===== src/rtl/hcpt_pkg.sv =====
// Shared types and bit positions for the hypervisor coprocessor trap controller.
// Assumes a 32-bit register with four writable trap bits.
package hcpt_pkg;
    localparam int REG_W     = 32;
    localparam int POS_CPACR = 31;
    localparam int POS_SIMD  = 15;
    localparam int POS_CP11  = 11;
    localparam int POS_CP10  = 10;
    localparam int ONES_LO_W = 10;   // bits 9:0 read as one
    localparam int ONES_MID_LSB = 12;
    localparam int ONES_MID_W   = 2; // bits 13:12 read as one

    typedef enum logic [1:0] {
        MODE_USR = 2'd0,
        MODE_SVC = 2'd1,
        MODE_HYP = 2'd2,
        MODE_MON = 2'd3
    } pmode_e;

    typedef enum logic [1:0] {
        FN_CP10  = 2'd0,
        FN_CP11  = 2'd1,
        FN_SIMD  = 2'd2,
        FN_CPACR = 2'd3
    } fn_kind_e;

    typedef struct packed {
        logic cpacr;
        logic simd;
        logic cp11;
        logic cp10;
    } trap_bits_t;
endpackage


===== src/rtl/hcpt_force.sv =====
// Works out which trap bits are pinned to one: by the implementation options
// (for every requester) and by the non-secure access control bits (applied
// by the callers only on non-secure views). Purely combinational.
module hcpt_force
    import hcpt_pkg::*;
#(
    parameter bit HAS_FP   = 1'b1,
    parameter bit HAS_SIMD = 1'b1
) (
    input  logic       nsa_simd_off,
    input  logic       nsa_cp10_en,
    input  logic       nsa_cp11_en,
    output trap_bits_t impl_force,
    output trap_bits_t ns_force
);
    // Implementation variant chosen at elaboration.
    generate
        if (!HAS_SIMD && !HAS_FP) begin : g_none
            assign impl_force = '{cpacr: 1'b0, simd: 1'b1, cp11: 1'b1, cp10: 1'b1};
        end else if (!HAS_SIMD) begin : g_fp_only
            assign impl_force = '{cpacr: 1'b0, simd: 1'b1, cp11: 1'b0, cp10: 1'b0};
        end else begin : g_full
            assign impl_force = '0;
        end
    endgenerate

    // Bits that non-secure access control denies.
    always_comb begin
        ns_force       = '0;
        ns_force.simd  = nsa_simd_off;
        ns_force.cp10  = ~nsa_cp10_en;
        ns_force.cp11  = ~nsa_cp11_en;
    end
endmodule


===== src/rtl/hcpt_store.sv =====
// Holds the four writable trap bits. A write updates only the bits not
// pinned by wr_keep; pinned bits keep their stored value.
module hcpt_store
    import hcpt_pkg::*;
(
    input  logic       clk,
    input  logic       rst_n,
    input  logic       wr_en,
    input  trap_bits_t wr_bits,
    input  trap_bits_t wr_keep,
    output trap_bits_t q
);
    // Register update with synchronous active-low reset.
    always_ff @(posedge clk) begin
        if (!rst_n) begin
            q <= '0;
        end else if (wr_en) begin
            q <= (q & wr_keep) | (wr_bits & ~wr_keep);
        end
    end
endmodule


===== src/rtl/hcpt_decide.sv =====
// Combinational outcome for one coprocessor / SIMD / access-control access.
// Assumes the access is otherwise valid; only this register's traps apply.
module hcpt_decide
    import hcpt_pkg::*;
(
    input  logic       fn_valid,
    input  fn_kind_e   fn_kind,
    input  pmode_e     fn_mode,
    input  logic       fn_ns,
    input  trap_bits_t eff,
    output logic       proceed,
    output logic       trap_hyp,
    output logic       undef
);
    logic fp_trap;
    logic hit;

    // Uneven CP10/CP11 settings count as trapped.
    assign fp_trap = eff.cp10 | eff.cp11;

    // Select the trap bit governing this function kind.
    always_comb begin
        unique case (fn_kind)
            FN_CP10, FN_CP11: hit = fp_trap;
            FN_SIMD:          hit = eff.simd | fp_trap;
            default:          hit = eff.cpacr;
        endcase
    end

    // Pick exactly one outcome while an access is present.
    always_comb begin
        proceed  = 1'b0;
        trap_hyp = 1'b0;
        undef    = 1'b0;
        if (fn_valid) begin
            if (!fn_ns || !hit) begin
                proceed = 1'b1;
            end else if (fn_mode == MODE_HYP) begin
                if (fn_kind == FN_CPACR) proceed = 1'b1;
                else                     undef   = 1'b1;
            end else begin
                trap_hyp = 1'b1;
            end
        end
    end
endmodule


===== src/rtl/hyp_cp_trap_ctrl.sv =====
// Hypervisor coprocessor trap controller: register access gating, read view
// assembly, trap-bit storage and per-access outcome. Reads are combinational;
// writes take effect at the next clock edge.
module hyp_cp_trap_ctrl
    import hcpt_pkg::*;
#(
    parameter bit HAS_FP   = 1'b1,
    parameter bit HAS_SIMD = 1'b1
) (
    input  logic              clk,
    input  logic              rst_n,
    input  logic              req_valid,
    input  logic              req_write,
    input  logic [1:0]        req_mode,
    input  logic              req_ns,
    input  logic [REG_W-1:0]  req_wdata,
    input  logic              scr_ns,
    input  logic              nsa_simd_off,
    input  logic              nsa_cp10_en,
    input  logic              nsa_cp11_en,
    input  logic              fn_valid,
    input  logic [1:0]        fn_kind,
    input  logic [1:0]        fn_mode,
    input  logic              fn_ns,
    output logic              req_denied,
    output logic [REG_W-1:0]  rd_data,
    output logic              fn_proceed,
    output logic              fn_trap_hyp,
    output logic              fn_undef
);
    trap_bits_t impl_force, ns_force, req_pin, trap_q, view, eff;
    trap_bits_t wr_bits;
    logic       allowed, accept;
    pmode_e     rmode;

    assign rmode = pmode_e'(req_mode);

    // Access gate: hypervisor non-secure, or monitor with NS set.
    assign allowed    = ((rmode == MODE_HYP) && req_ns) ||
                        ((rmode == MODE_MON) && scr_ns);
    assign accept     = req_valid && allowed;
    assign req_denied = req_valid && !allowed;

    hcpt_force #(.HAS_FP(HAS_FP), .HAS_SIMD(HAS_SIMD)) u_force (
        .nsa_simd_off (nsa_simd_off),
        .nsa_cp10_en  (nsa_cp10_en),
        .nsa_cp11_en  (nsa_cp11_en),
        .impl_force   (impl_force),
        .ns_force     (ns_force)
    );

    // Bits pinned for this requester's view.
    assign req_pin = impl_force | (req_ns ? ns_force : trap_bits_t'('0));

    // Extract writable fields from write data.
    always_comb begin
        wr_bits.cpacr = req_wdata[POS_CPACR];
        wr_bits.simd  = req_wdata[POS_SIMD];
        wr_bits.cp11  = req_wdata[POS_CP11];
        wr_bits.cp10  = req_wdata[POS_CP10];
    end

    hcpt_store u_store (
        .clk     (clk),
        .rst_n   (rst_n),
        .wr_en   (accept && req_write),
        .wr_bits (wr_bits),
        .wr_keep (req_pin),
        .q       (trap_q)
    );

    assign view = trap_q | req_pin;

    // Assemble the read word; zero unless an accepted read.
    always_comb begin
        rd_data = '0;
        if (accept && !req_write) begin
            rd_data[ONES_LO_W-1:0]                        = '1;
            rd_data[ONES_MID_LSB+ONES_MID_W-1:ONES_MID_LSB] = '1;
            rd_data[POS_CPACR] = view.cpacr;
            rd_data[POS_SIMD]  = view.simd;
            rd_data[POS_CP11]  = view.cp11;
            rd_data[POS_CP10]  = view.cp10;
        end
    end

    // Functions are judged on the non-secure view of the trap bits.
    assign eff = trap_q | impl_force | ns_force;

    hcpt_decide u_decide (
        .fn_valid (fn_valid),
        .fn_kind  (fn_kind_e'(fn_kind)),
        .fn_mode  (pmode_e'(fn_mode)),
        .fn_ns    (fn_ns),
        .eff      (eff),
        .proceed  (fn_proceed),
        .trap_hyp (fn_trap_hyp),
        .undef    (fn_undef)
    );
endmodule


===== config.mk =====
export PLATFORM = sky130hd
export DESIGN_NAME = hyp_cp_trap_ctrl
export DESIGN_NICKNAME = d
export VERILOG_FILES = /design/src/rtl/hcpt_pkg.sv /design/src/rtl/hcpt_force.sv /design/src/rtl/hcpt_store.sv /design/src/rtl/hcpt_decide.sv /design/src/rtl/hyp_cp_trap_ctrl.sv
export SDC_FILE = /design/constraint.sdc
export NUM_CORES = 1
export LEC_CHECK = 0
export ABC_AREA = 1
export BUFFER_PORTS_ARGS = -buffer_cell sky130_fd_sc_hd__buf_2
export CAP_MARGIN = 20
export CORE_UTILIZATION = 25
export DETAILED_ROUTE_END_ITERATION = 7
export PLACE_DENSITY = 0.7
export SLEW_MARGIN = 20
export SYNTH_ARGS = -nofsm -noshare
export SYNTH_HDL_FRONTEND = slang
export SYNTH_SLANG_ARGS = --single-unit

===== constraint.sdc =====
create_clock -name clk -period 1.94 [get_ports clk]
set_clock_uncertainty 0.05 [all_clocks]
set_input_delay 0.097 -clock clk [delete_from_list [all_inputs] [get_ports clk]]
set_output_delay 0.097 -clock clk [all_outputs]
set_load 0.01 [all_outputs]

==> results of run 1 <==
cells in the mapped netlist:
library cell | n | area share, %
conb_1 | 1 | 0.66
a21oi_2 | 3 | 4.7
nand3_1 | 6 | 5.3
nor3_1 | 1 | 0.89
nor2_2 | 1 | 1.1
o21ai_0 | 1 | 0.89
nor2_1 | 12 | 8.0
nand2_4 | 1 | 2.0
nand4_1 | 3 | 3.3
or2_4 | 1 | 1.6
buf_4 | 27 | 36
inv_1 | 11 | 7.3
nand2_1 | 15 | 10
dfxtp_1 | 4 | 14
o21a_1 | 1 | 1.3
nand2_2 | 1 | 1.1
nand3_2 | 1 | 1.8
layer usage:
| metal | part of all wire (%) | routed length [um] | vias to the layer above | track usage (%) |
|---|---|---|---|---|
| met2 | 49 | 616 | 35 | 16.9 |
| met1 | 36 | 453 | 260 | 8.13 |
| met5 | 0 | 0 | - | 0 |
| met4 | 1.1 | 14 | 0 | 7.62 |
| met3 | 13 | 164 | 2 | 6.48 |
| li1 | - | - | 296 | - |
cells in the final DEF (no fill, tap or decap), drive strengths merged:
master / instances
nand4: 3
inv: 11
o21ai: 1
o21a: 1
a21oi: 3
dfxtp: 4
nand3: 7
clkbuf: 3
nand2: 17
buf: 40
nor2: 13
conb: 16
or2: 1
nor3: 1
worst max-delay path by stage:
stage,start,end,slack [ns],cells past startpoint
floorplan,req_mode[1],rd_data[12],0.76,6
global placement,req_mode[1],rd_data[8],0.72,7
detailed placement,req_mode[1],rd_data[12],0.68,7
CTS,flop,fn_proceed,0.58,6
global route,flop,fn_proceed,0.49,6
finish,flop,fn_proceed,0.58,6
cell families after synthesis:
| logic type | Yosys count | synth area share (%) |
|---|---|---|
| other | 1 | 0.665 |
| AOI/OAI and AO/OA | 5 | 6.87 |
| and+or+nand+nor | 42 | 35.0 |
| DFF | 4 | 14.2 |
| buffers and inverters | 38 | 43.2 |
tightest hold or removal path, cell delays in order:
cell and delay (ns):
buf_2 0.08, nor2_1 0.03, nor2_1 0.08
power by group through the flow:
stage | sequential [mW] | combinational [mW] | clock, mW
floorplan | 0.0878 | 0.0854 | 0
global placement | 0.0881 | 0.0927 | 0
detailed placement | 0.0882 | 0.0957 | 0
CTS | 0.0869 | 0.0959 | 0.109
global route | 0.0871 | 0.107 | 0.116
finish | 0.0870 | 0.0963 | 0.104
stage by stage:
step	setup slack, ns	instance area (um^2)	power [mW]	utilization (%)
after floorplan	0.760	621	0.173	-
after global placement	0.717	652	0.181	31.9
final	0.580	674	0.287	33.0
after detailed placement	0.676	652	0.184	31.9
after CTS	0.578	674	0.292	33.0
after global routing	0.493	674	0.310	33.0
final cells by class:
class / instances / area share, %
multi-input combinational: 63 / 44.0
timing repair buffer: 40 / 29.7
sequential: 4 / 11.9
tap: 27 / 5.01
clock buffer: 3 / 3.34
inverter: 11 / 6.12
==> impl_metrics.tcl, run 1 <==
set metrics [dict create \
    status "completed" \
    drv_slew 0 \
    post_drt_via_cell_ratio 4.01 \
    dp_hpwl_mm 1.09 \
    leakage_nw 0.439 \
    gp_congestion 0.743 \
    fin_crit_sh_pct 70.1 \
    placed_cells 145 \
    p_switching_mw 0.0968 \
    area_growth_pct 19.5 \
    drc 0 \
    path_common_cell "nand3_1" \
    crit_family "simple AND/OR/NAND/NOR gates" \
    rsz0062_at_grt "no" \
    cts_buffer_depth 2 \
    cts_sinks 4 \
    pwr-share-seq_pct 30.3 \
    clock_power_share_pct 36.2 \
    regArea_um2 80.1 \
    yosys_register_bits 4 \
    p_per_area_nw_per_um2 426 \
    die_h_um 49.5 \
    cts_buffers 3 \
    std_cell_rows 16 \
    antennaDiodeCount 0 \
    ant_nets 0 \
    cts_resized 0 \
    initial_core_util_pct 27.6 \
    r2r_slack_ns 1.25 \
    nets 172 \
    drt_iter0_markers 6 \
    critPathKind "reg -> out" \
    pin_count 85 \
    post_cts_buffers 0 \
    netlist_instances 90 \
    yosysSeqAreaShare_pct 14.2 \
    ys_types 17 \
    yosys_warnings 0 \
    drive_above_1_share_pct 42.1 \
    io_buffers 40 \
    clk_root_buffer_cell "clkbuf_4" \
    hp-class "in -> reg" \
    dieArea_um2 2450 \
    fillCellCount 235 \
    htreeDepth 1 \
    wl_per_cell_um 8.43 \
    rr_worst_depth 4 \
    track_usage_pct 9.97 \
    finalHoldViolCount 0 \
    critPathBufInv 2 \
    whs_path_depth 3 \
    grt_max_degree 13 \
    worstPathCellList "nor3_1 -> nand3_1 -> nand3_1 -> nand2_1 -> inv_1 -> buf_2" \
    vias 593 \
    min_from "req_wdata[15]" \
    core_area_um2 2040 \
    peakVddDrop_mv 0.119 \
    critPathArrivalTime_ns 1.21 \
    max_freq_mhz 735 \
    max_stage_delay_ns 0.30 \
    fin_crit_ns 1.36 \
    overflow 0 \
    setup_violations 0 \
    drt-total-wl_mm 1.25 \
    path_max_fanout 2 \
    fp.dieW_um 49.5 \
    synth_area_per_cell_um2 6.27 \
    crit_path_end_kind "primary output" \
    cp-start-kind "flop" \
    clk_latency_ns 0.24 \
    p_comb_share_pct 33.5 \
    cts_hold_repair.buffers 0 \
    maxCapViolCount 0 \
    crit_required_ns 1.79 \
    antenna_found_initial 0 \
    multiInputGateArea_um2 297 \
    grt_pass1_vias 508 \
    internal_power_mw 0.190 \
    tritoncts "built" \
    clk_pin_slew_ns 0.04 \
    finalNonFillerCells 148 \
    grt_pass1_wl_mm 1.81 \
    drt_first_pass_iters 4 \
    switching_share_pct 33.7 \
    cp_slowest_cell "dfxtp_1" \
    holdWs_ns 0.0378 \
    netlist_area_um2 564 \
    fin_tns_setup_ns 0 \
]
No activity file was read; power rests on OpenSTA's default activity.
==> run 2, diff against run 1 <==
Settings changed: PLACE_DENSITY 0.7 to 0.73.
Clock period 1.94 ns to 1.11 ns, I/O delays scaled along.
==> impl_metrics.tcl, run 2 (synthesis gave the netlist of run 1 again) <==
set metrics [dict create \
    status "complete, but fails checks" \
    violations "negative setup slack" \
    ant_nets 0 \
    cts_buffers 3 \
    htreeDepth 1 \
    rr_worst_depth 4 \
    drt_first_pass_iters 2 \
    nets 177 \
    path_common_cell "nand3_1" \
    grt_pass1_wl_mm 1.52 \
    grt_pass1_vias 419 \
    whs_path_depth 3 \
    hp-class "in -> reg" \
    post_drt_via_cell_ratio 3.74 \
    overflow 0 \
    track_usage_pct 8.16 \
    fp.dieW_um 49.5 \
    fin_crit_sh_pct 107 \
    fin_tns_setup_ns -0.202 \
    core_area_um2 2040 \
    min_from "req_wdata[11]" \
    cp-start-kind "flop" \
    drt-total-wl_mm 1.18 \
    cts_buffer_depth 2 \
    busiest_layer "met2" \
    dp_slack_ns -0.0404 \
    max_stage_delay_ns 0.31 \
    gr-usage-met2_pct 13.9 \
    setup_violations 3 \
    regToRegStartpoint "u_store.q[3]$_SDFFE_PN0P_" \
    fin_crit_ns 1.18 \
    fin_area_um2 748 \
    fillCellCount 237 \
    antenna_found_initial 0 \
    globalRouteMet3Util_pct 3.40 \
    drive_above_1_share_pct 48.4 \
    pin_count 85 \
    max_freq_mhz 846 \
    dieArea_um2 2450 \
    setup_slack_ns -0.0722 \
    drc 0 \
    drv_slew 0 \
    peakVddDrop_mv 0.273 \
    worstPathCellList "nor3_2 -> nand3_1 -> nand3_1 -> nand2_1 -> inv_1 -> buf_2" \
    most-common-layout-cells "38 x buf_2, 16 x conb_1, 15 x nand2_1, 12 x nor2_1, 9 x inv_1" \
    area_growth_pct 32.6 \
    p_per_area_nw_per_um2 683 \
    clk_pin_slew_ns 0.03 \
    r2r_end "u_store.q[3]$_SDFFE_PN0P_" \
    die_h_um 49.5 \
    cts_sinks 4 \
    final_common_cell "buf_2" \
    cts_hold_repair.buffers 0 \
    critPathArrivalTime_ns 1.08 \
    initial_core_util_pct 27.6 \
    leakage_nw 0.453 \
    maxCapViolCount 0 \
    post_cts_buffers 0 \
    r2r_slack_ns 0.39 \
    antennaDiodeCount 0 \
    wl_per_cell_um 7.70 \
    clk_root_buffer_cell "clkbuf_4" \
    critPathKind "reg -> out" \
    drt_iter0_markers 8 \
    gp_congestion 0.715 \
    tritoncts "built" \
    io_buffers 40 \
    crit_path_end_kind "primary output" \
    grt_max_degree 13 \
    place_area_um2 682 \
    dp_hpwl_mm 1.01 \
    vias 572 \
    std_cell_rows 16 \
    total_power_mw 0.511 \
    use_met1_pct 8.67 \
    clk_latency_ns 0.23 \
    finalHoldViolCount 0 \
    rsz0062_at_grt "yes" \
    path_max_fanout 2 \
    crit_required_ns 1.00 \
    cp_slowest_cell "dfxtp_2" \
]
run 2: cell count changes in the layout (fill, tap and decap cells not counted), sizes merged:
cell,previous run,this run
buf,40,44
clkinvlp,0,2
inv,11,10
run 2: how the worst max path moves through the flow:
stage | from | to | depth (start not counted)
floorplan | req_mode[1] | rd_data[12] | 6
global placement | req_mode[1] | rd_data[3] | 7
detailed placement | req_mode[1] | rd_data[13] | 7
CTS | flop | fn_proceed | 6
global route | flop | fn_proceed | 6
finish | flop | fn_proceed | 6
run 2: cell type report:
| class | count | area, um^2 | share of cell area [%] |
|---|---|---|---|
| Sequential cell | 4 | 81.3 | 10.9 |
| Timing Repair inverter | 1 | 7.51 | 1.00 |
| Timing Repair Buffer | 44 | 246 | 32.9 |
| Inverter | 11 | 45.0 | 6.02 |
| Multi-Input combinational cell | 63 | 312 | 41.6 |
| Clock buffer | 3 | 22.5 | 3.01 |
| Tap cell | 27 | 33.8 | 4.52 |
run 2: layer usage:
metal | up-vias | wire length [um]
met2 | 35 | 568
met3 | 0 | 127
met5 | - | 0
met1 | 230 | 483
li1 | 307 | -
met4 | 0 | 0
run 2: per-stage QoR:
step	instances	util, %	hold slack (ns)
after detailed placement	149	33.4	0.240
final	153	36.6	0.00470
after global placement	149	33.4	0.235
after global routing	153	36.6	0.00379
after floorplan	105	-	0.126
after CTS	152	35.0	0.00129
run 2: worst max-delay path: cells and delay by family (launching register included):
kind | cells | cell delay (ns)
and+or+nand+nor | 4 | 0.38
DFF | 1 | 0.31
buffers and inverters | 2 | 0.15
run 2: repair_timing:
action                     CTS  global route
resized for setup            3             8
setup endpoints to repair   15            16
pin swaps                    2             4
cloned                       0             1
run 2: power by group:
part | internal (mW) | switching [mW]
Combinational | 0.0764 | 0.109
Clock | 0.120 | 0.0523
Sequential | 0.150 | 0.00270
Total | 0.347 | 0.164
==> run 3, diff against run 2 <==
Settings changed: REMOVE_ABC_BUFFERS from default to 1.
==> impl_metrics.tcl, run 3 (synthesis gave the netlist of run 1 again) <==
set metrics [dict create \
    maxCapViolCount 0 \
    pin_count 85 \
    ant_nets 0 \
    fp.dieW_um 49.5 \
    clk_pin_slew_ns 0.04 \
    dp_hpwl_um 995 \
    max_freq_mhz 823 \
    crit_path_end_kind "primary output" \
    dp_slack_ns -0.0366 \
    die_h_um 49.5 \
    holdWs_ns 0.0277 \
    core_area_um2 2040 \
    fin_crit_ns 1.22 \
    critPathArrivalTime_ns 1.11 \
    antenna_found_initial 0 \
    setup_violations 3 \
    post_drt_via_cell_ratio 3.98 \
    multiInputGateArea_um2 307 \
    setup_slack_ns -0.105 \
    drc 0 \
    drt_first_pass_iters 4 \
    cts_buffer_depth 2 \
    crit_required_ns 1.00 \
    io_buffers 40 \
    drt-total-wl_mm 1.23 \
    area_growth_pct 35.9 \
    antennaDiodeCount 0 \
    final_util_pct 37.6 \
    finalHoldViolCount 0 \
    drv_slew 0 \
    cp_slowest_cell "dfxtp_2" \
    cp-start-kind "flop" \
    peakVddDrop_mv 0.220 \
    cts_sinks 4 \
    wl_per_cell_um 7.88 \
    max_stage_delay_ns 0.31 \
    fillCellCount 238 \
    gp_congestion 0.739 \
    std_cell_rows 16 \
    track_usage_pct 9.83 \
    status "complete, but fails checks" \
    grt_pass1_vias 487 \
    cts_buffers 3 \
    clk_latency_ns 0.24 \
    final_common_cell "buf_2" \
    critPathKind "reg -> out" \
    vias 621 \
    tritoncts "built" \
    path_common_cell "nand3_1" \
    placed_cells 148 \
    overflow 0 \
    clk_root_buffer_cell "clkbuf_4" \
    htreeDepth 1 \
    dieArea_um2 2450 \
    path_max_fanout 2 \
    drive_above_1_share_pct 46.5 \
    grt_pass1_wl_mm 1.86 \
    leakage_nw 0.464 \
    violations "negative setup slack" \
    grt_max_degree 13 \
    rsz0062_at_grt "yes" \
    nets 180 \
    min_from "rst_n" \
    most-common-layout-cells "39 x buf_2, 16 x conb_1, 15 x nand2_1, 12 x nor2_1, 9 x inv_1" \
    drt_iter0_markers 9 \
    fin_crit_sh_pct 110 \
    regArea_um2 81.3 \
    initial_core_util_pct 27.6 \
    finalNonFillerCells 156 \
    worstPathCellList "nor3_2 -> nand3_1 -> nand3_1 -> nand2_1 -> inv_1 -> buf_2" \
    p_per_area_nw_per_um2 690 \
    hp-class "in -> reg" \
]
==> run 3: area by class of cell <==
cell class | count | share of cell area [%]
clock buffer | 3 | 2.94
inverter | 11 | 5.87
multi-input combinational | 63 | 40.0
sequential | 4 | 10.6
tap | 27 | 4.40
timing repair buffer | 47 | 35.6
timing repair inverter | 1 | 0.653
==> run 3: per-layer routing <==
metal / vias to the layer above / routed length, um / GRT usage (%)
met5: - / 0 / 0
met1: 265 / 502 / 11.8
met2: 40 / 582 / 14.4
met4: 0 / 19 / 6.67
li1: 314 / - / -
met3: 2 / 124 / 3.70
==> run 3: repair_timing <==
| action | CTS | global route |
|---|---|---|
| gates cloned | 0 | 1 |
| endpoints found under the setup margin | 15 | 16 |
| buffers inserted | 0 | 0 |
| hold buffers | 4 | 0 |
| resized for setup | 3 | 4 |
| pin swaps | 2 | 2 |
| hold endpoints to repair | 4 | 0 |
==> run 3: stage by stage <==
stage	TNS [ns]	area (um^2)	power (mW)
finish	-0.296	767	0.529
global route	-0.635	767	0.574
CTS	-0.356	747	0.531
detailed placement	-0.385	674	0.327
global placement	-0.136	674	0.325
floorplan	-3.20	418	0.245
==> run 3: critical path: cells and delay by family, from the launching register on <==
| kind | cells | cell delay [ns] |
|---|---|---|
| and+or+nand+nor | 4 | 0.40 |
| DFF | 1 | 0.31 |
| buffers and inverters | 2 | 0.15 |
==> run 3: worst paths after layout <==
| kind | slack [ns] | cells past startpoint | end |
|---|---|---|---|
| hold reg to reg | 0.51 | 4 | u_store.q[3]$_SDFFE_PN0P_ |
| setup / recovery | -0.11 | 6 | fn_proceed |
| setup reg to reg | 0.41 | 4 | flop |
| hold / removal | 0.03 | 3 | flop |
==> run 3: power by group <==
group | switching, mW | internal [mW] | total, mW
Clock | 0.0624 | 0.121 | 0.184
Combinational | 0.110 | 0.0827 | 0.193
Sequential | 0.00258 | 0.150 | 0.152
